File: src/rtl/phsat_pkg.sv
package phsat_pkg;

   typedef enum logic [2:0] {
      PH_ADD_ADD = 3'd0,
      PH_SUB_ADD = 3'd1,
      PH_ADD_SUB = 3'd2,
      PH_SUB_SUB = 3'd3
   } ph_op_e;

   localparam logic [3:0] PH_COND_ALWAYS = 4'hE;

   function automatic logic ph_op_legal(input logic [2:0] op);
      return (op[2] == 1'b0);
   endfunction

   // crossed patterns take M's opposite half into each lane
   function automatic logic ph_op_crossed(input logic [2:0] op);
      return (op == PH_SUB_ADD) || (op == PH_ADD_SUB);
   endfunction

   function automatic logic ph_lo_subtracts(input logic [2:0] op);
      return (op == PH_SUB_ADD) || (op == PH_SUB_SUB);
   endfunction

   function automatic logic ph_hi_subtracts(input logic [2:0] op);
      return (op == PH_ADD_SUB) || (op == PH_SUB_SUB);
   endfunction

endpackage

File: src/rtl/phsat_route.sv
module phsat_route
   import phsat_pkg::*;
#(
   parameter int LANE_W = 16,
   localparam int DW = 2 * LANE_W
) (
   input  logic [2:0]        op_code,
   input  logic [DW-1:0]     opnd_n,
   input  logic [DW-1:0]     opnd_m,
   output logic [LANE_W-1:0] lo_a,
   output logic [LANE_W-1:0] lo_b,
   output logic              lo_sub,
   output logic [LANE_W-1:0] hi_a,
   output logic [LANE_W-1:0] hi_b,
   output logic              hi_sub
);
   logic [LANE_W-1:0] m_lo, m_hi;
   logic              crossed;

   always_comb begin
      m_lo    = opnd_m[LANE_W-1:0];
      m_hi    = opnd_m[DW-1:LANE_W];
      crossed = ph_op_crossed(op_code);
      lo_a    = opnd_n[LANE_W-1:0];
      hi_a    = opnd_n[DW-1:LANE_W];
      lo_b    = crossed ? m_hi : m_lo;
      hi_b    = crossed ? m_lo : m_hi;
      lo_sub  = ph_lo_subtracts(op_code);
      hi_sub  = ph_hi_subtracts(op_code);
   end
endmodule

File: src/rtl/phsat_lane.sv
module phsat_lane #(
   parameter int LANE_W   = 16,
   parameter bit SATURATE = 1'b1,
   localparam int XW = LANE_W + 1
) (
   input  logic [LANE_W-1:0] a,
   input  logic [LANE_W-1:0] b,
   input  logic              sub,
   output logic [LANE_W-1:0] y
);
   localparam logic signed [XW-1:0] MAX_POS = XW'((2 ** (LANE_W - 1)) - 1);
   localparam logic signed [XW-1:0] MIN_NEG = -XW'(2 ** (LANE_W - 1));

   logic signed [XW-1:0] ax, bx, exact;

   always_comb begin
      ax    = signed'({a[LANE_W-1], a});
      bx    = signed'({b[LANE_W-1], b});
      exact = sub ? (ax - bx) : (ax + bx);
   end

   if (SATURATE) begin : g_clamp
      always_comb begin
         if (exact > MAX_POS)      y = MAX_POS[LANE_W-1:0];
         else if (exact < MIN_NEG) y = MIN_NEG[LANE_W-1:0];
         else                      y = exact[LANE_W-1:0];
      end
   end else begin : g_wrap
      always_comb y = exact[LANE_W-1:0];
   end
endmodule

File: src/rtl/phsat_unit.sv
module phsat_unit
   import phsat_pkg::*;
#(
   parameter int LANE_W   = 16,
   parameter bit SATURATE = 1'b1,
   localparam int DW = 2 * LANE_W
) (
   input  logic          clk,
   input  logic          rst,
   input  logic          in_valid,
   input  logic [2:0]    op_code,
   input  logic [3:0]    cond_field,
   input  logic          cond_pass,
   input  logic [DW-1:0] opnd_n,
   input  logic [DW-1:0] opnd_m,
   output logic [DW-1:0] res_data,
   output logic          res_valid,
   output logic          op_illegal
);
   if (LANE_W < 2) begin : g_bad_lane
      $error("phsat_unit: LANE_W must be at least 2");
   end

   logic [LANE_W-1:0] lo_a, lo_b, hi_a, hi_b, lo_y, hi_y;
   logic              lo_sub, hi_sub;
   logic              legal, executes, write_en;

   phsat_route #(.LANE_W(LANE_W)) u_route (
      .op_code(op_code), .opnd_n(opnd_n), .opnd_m(opnd_m),
      .lo_a(lo_a), .lo_b(lo_b), .lo_sub(lo_sub),
      .hi_a(hi_a), .hi_b(hi_b), .hi_sub(hi_sub)
   );

   phsat_lane #(.LANE_W(LANE_W), .SATURATE(SATURATE)) u_lo (
      .a(lo_a), .b(lo_b), .sub(lo_sub), .y(lo_y)
   );

   phsat_lane #(.LANE_W(LANE_W), .SATURATE(SATURATE)) u_hi (
      .a(hi_a), .b(hi_b), .sub(hi_sub), .y(hi_y)
   );

   always_comb begin
      legal    = ph_op_legal(op_code);
      executes = (cond_field == PH_COND_ALWAYS) || cond_pass;
      write_en = in_valid && legal && executes;
   end

   always_ff @(posedge clk) begin
      if (rst) begin
         res_valid  <= 1'b0;
         op_illegal <= 1'b0;
         res_data   <= '0;
      end else begin
         res_valid  <= write_en;
         op_illegal <= in_valid && !legal;
         if (write_en) res_data <= {hi_y, lo_y};
      end
   end
endmodule

File: config.mk
export PLATFORM = sky130hd
export DESIGN_NAME = phsat_unit
export DESIGN_NICKNAME = d
export VERILOG_FILES = /design/src/rtl/phsat_pkg.sv /design/src/rtl/phsat_route.sv /design/src/rtl/phsat_lane.sv /design/src/rtl/phsat_unit.sv
export SDC_FILE = /design/constraint.sdc
export NUM_CORES = 1
export LEC_CHECK = 0
export BUFFER_PORTS_ARGS = -buffer_cell sky130_fd_sc_hd__buf_2
export CORE_UTILIZATION = 36
export CTS_BUF_LIST = sky130_fd_sc_hd__clkbuf_4 sky130_fd_sc_hd__clkbuf_8
export CTS_CLUSTER_SIZE = 16
export DETAILED_ROUTE_END_ITERATION = 7
export PLACE_DENSITY_LB_ADDON = 0.15
export SLEW_MARGIN = 20
export SYNTH_ARGS = -nofsm -noshare
export SYNTH_HDL_FRONTEND = slang
export SYNTH_SLANG_ARGS = --single-unit
File: constraint.sdc
create_clock -name clk -period 12.5 [get_ports clk]
set_clock_uncertainty 0.2 [all_clocks]
set_input_delay 3.125 -clock clk [delete_from_list [all_inputs] [get_ports clk]]
set_output_delay 3.125 -clock clk [all_outputs]
set_load 0.03 [all_outputs]
==> results.py <==
metrics = {
    "drt": {
        "drt_iter0_markers": 347,
        "met3WireLength_um": 582,
        "routedWlPerCell_um": 15.11,
        "drt-total-wl_mm": 12.74,
        "wl_met1_mm": 6.483,
        "drcViolationCount": 0,
        "dr_wl_met2_mm": 5.569,
        "vias": 4582,
        "antenna_left": 0,
        "via_per_inst": 5.435,
        "dr.pass1.iters": 6,
        "top_layer_used": "met4",
    },
    "yosys": {
        "synth-async-reset-ratio": 0,
        "avgSynthCellArea_um2": 7.710,
        "synth_cell_types": 65,
        "synth.net_count": 692,
        "yosysTopAreaCellShare": 0.1520,
        "ys_top_cells_by_area": "dfxtp_1 15%, ha_1 9.5%, mux2i_1 8.3%",
        "synthCells": 581,
        "ys_ff_latch": 34,
        "synth_edf_count": 0,
        "syn_area_um2": 4479,
        "synth_top_area_cell": "dfxtp_1",
        "ys_seq_area_frac": 0.1520,
        "ys_warn_count": 0,
        "ys.flop_type": "dfxtp_1",
    },
    "run": {
        "drv_cap": 0,
    },
    "clocking": {
        "clk_pin_slew_ns": 0.07,
        "postCtsSetupRepairBufs": 0,
        "clock-sinks": 34,
        "cts_buffers": 5,
        "post_cts_resized": 0,
        "cts_tree": "done",
        "clk_root_buffer_cell": "clkbuf_8",
        "insertion_delay_ns": 0.29,
        "clockBufferDepth": 2,
        "hold_buffers": 0,
        "cts_htree_levels": 2,
    },
    "layout": {
        "layout.nets": 785,
        "syn_to_final_growth_pct": 17.57,
        "fin_util": 0.4366,
        "diodes": 0,
        "drive_gt1_frac": 0.2207,
        "fin_cells": 843,
    },
    "worst_setup_path": {
        "worstPathRequired_ns": 12.46,
        "crit_path_end_kind": "flop",
        "cp-start-kind": "input port",
        "reg2reg_from": "res_data[20]",
        "cp_data_arrival_time_ns": 8.61,
        "critPathKind": "input port to flop",
        "crit_fanout": 39,
        "startpoint": "op_code[1]",
    },
    "timing": {
        "setup_tns_ns": 0,
        "tightest_slew_ns": 0.8015,
        "setup_viol": 0,
        "hold_ws_ns": 0.2459,
        "post-route-worst-setup-slack_ns": 3.843,
        "hold_viol": 0,
        "clock.fmax_mhz": 115.5,
        "final_max_slew_viol_count": 0,
        "period_share": 0.6925,
        "slew_headroom": 0.4621,
        "period_needed_ns": 8.657,
        "grt_setup_unrepaired": "no",
    },
    "power_and_ir_drop": {
        "leakagePower_nw": 2.330,
        "pwr_density_cell_nw_per_um2": 107.9,
        "ir_worst_vdd_v": 0.00003400,
    },
    "placed_design": {
        "pre_cts_ws_ns": 3.630,
        "numPortBuffers": 108,
        "placed_cells": 835,
        "hpwl_mm": 10.40,
        "place.gp.congestion": 0.9093,
    },
    "global_routing": {
        "grt_overflow_total": 0,
        "antenna_found_initial": 0,
        "grt_max_degree": 40,
        "grt_pass1_wl_mm": 20.79,
        "grt_pass1_vias": 4248,
        "grt_usage": 0.1977,
    },
    "hold_path": {
        "hp-class": "flop to flop",
        "hold_start": "res_data[29]",
    },
    "floorplanning": {
        "die_x_um": 113.5,
        "die_area_um2": 12890,
        "fp.dieH_um": 113.5,
        "coreArea_um2": 12060,
        "fp-row-count": 40,
        "ios": 109,
        "initial_core_util": 0.3714,
    },
    "run_status": {
        "outcome": "finished clean",
    },
}
## worst max-delay path, stage by stage
cell       delay (ns)
buf_2            0.13
xnor2_2          0.36
or2_1            0.15
buf_4            0.43
mux2i_1          0.41
ha_1             0.31
nand2_1          0.13
o41ai_4          0.33
nor2_1           0.09
xor2_1           0.18
ha_1             0.36
a21o_1           0.23
a211o_1          0.29
a2111oi_0        0.43
a21oi_1          0.08
o2bb2ai_1        0.23
nor2_1           0.21
xor2_2           0.64
maj3_2           0.39
a211oi_2         0.06
## worst paths after layout
kind             endpoint  slack, ns  cells after the start
max           res_data[1]       3.84                     20
min          res_data[29]       0.25                      2
max reg2reg  res_data[20]      11.61                      1
min reg2reg  res_data[29]       0.25                      2
## cell usage in the layout (no fill, tap or decap), types with 4 or more instances in the layout
cell        n
nor2b_1     8
dfxtp_1    34
inv_1      16
a21o_1     11
nand3_1     7
buf_2     108
o21ai_0    30
nand2b_1    7
o31ai_1     8
maj3_1      8
or3_1      11
o21ai_1     4
maj3_2      8
a31oi_1    14
nor4_1      7
a211oi_2    9
a21oi_1    30
clkbuf_8    8
o21a_1     15
nor3_1     20
xor2_1     23
xnor2_1    28
nor2_1     68
buf_4       5
nand2_1    42
a211oi_1   10
o211ai_1    5
ha_1       34
mux2i_1    37
## per-layer routing
metal / vias to the layer above / global-route usage
li1: 2334 / -
met1: 2118 / 0.2841
met2: 124 / 0.3191
met3: 6 / 0.02125
met4: 0 / 0.03860
met5: - / 0
## power by group
part	total (mW)	switching, mW	internal, mW
combinational	0.351	0.203	0.148
clock	0.0972	0.0415	0.0557
sequential	0.120	0.00357	0.116
total	0.568	0.248	0.320
## synthesized netlist by cell type, types with 14 or more instances
library cell and instances:
nor3_1 20, a31oi_1 14, xor2_1 24, xnor2_1 28
inv_1 16, o21ai_0 30, nor2_1 68, o21a_1 15
nand2_1 42, ha_1 34, mux2i_1 37, dfxtp_1 34
a21oi_1 30, clkbuf_1 19
## state kept, by name, indices dropped and copies added (netlist names)
register    cells
res_valid       1
op_illegal      1
res_data       32
## layout make-up
class	instances	area (um2)
repair buffers	113	578.1
inverters	16	60.06
well taps	168	210.2
multi-input cells	504	3627
clock buffers	8	110.1
fillers	1292	6795
flip-flops and latches	34	680.7
## metrics by stage
step                area (um2)  power [mW]
floorplan                 4479      0.3923
global placement          5149      0.4661
detailed placement        5156      0.4717
CTS                       5266      0.5717
global route              5266      0.6147
finish                    5266      0.5682
## cells by family after synthesis
group,after synthesis,synth area share
xor gates and xnor gates,53,0.1053
adders and majority gates,52,0.1419
and+or+nand+nor,194,0.2070
muxes,40,0.09274
buffers and inverters,43,0.03994
DFF,34,0.1520
AOI/OAI and AO/OA,165,0.2612
Note: power is estimated with default switching activity, not from simulation.
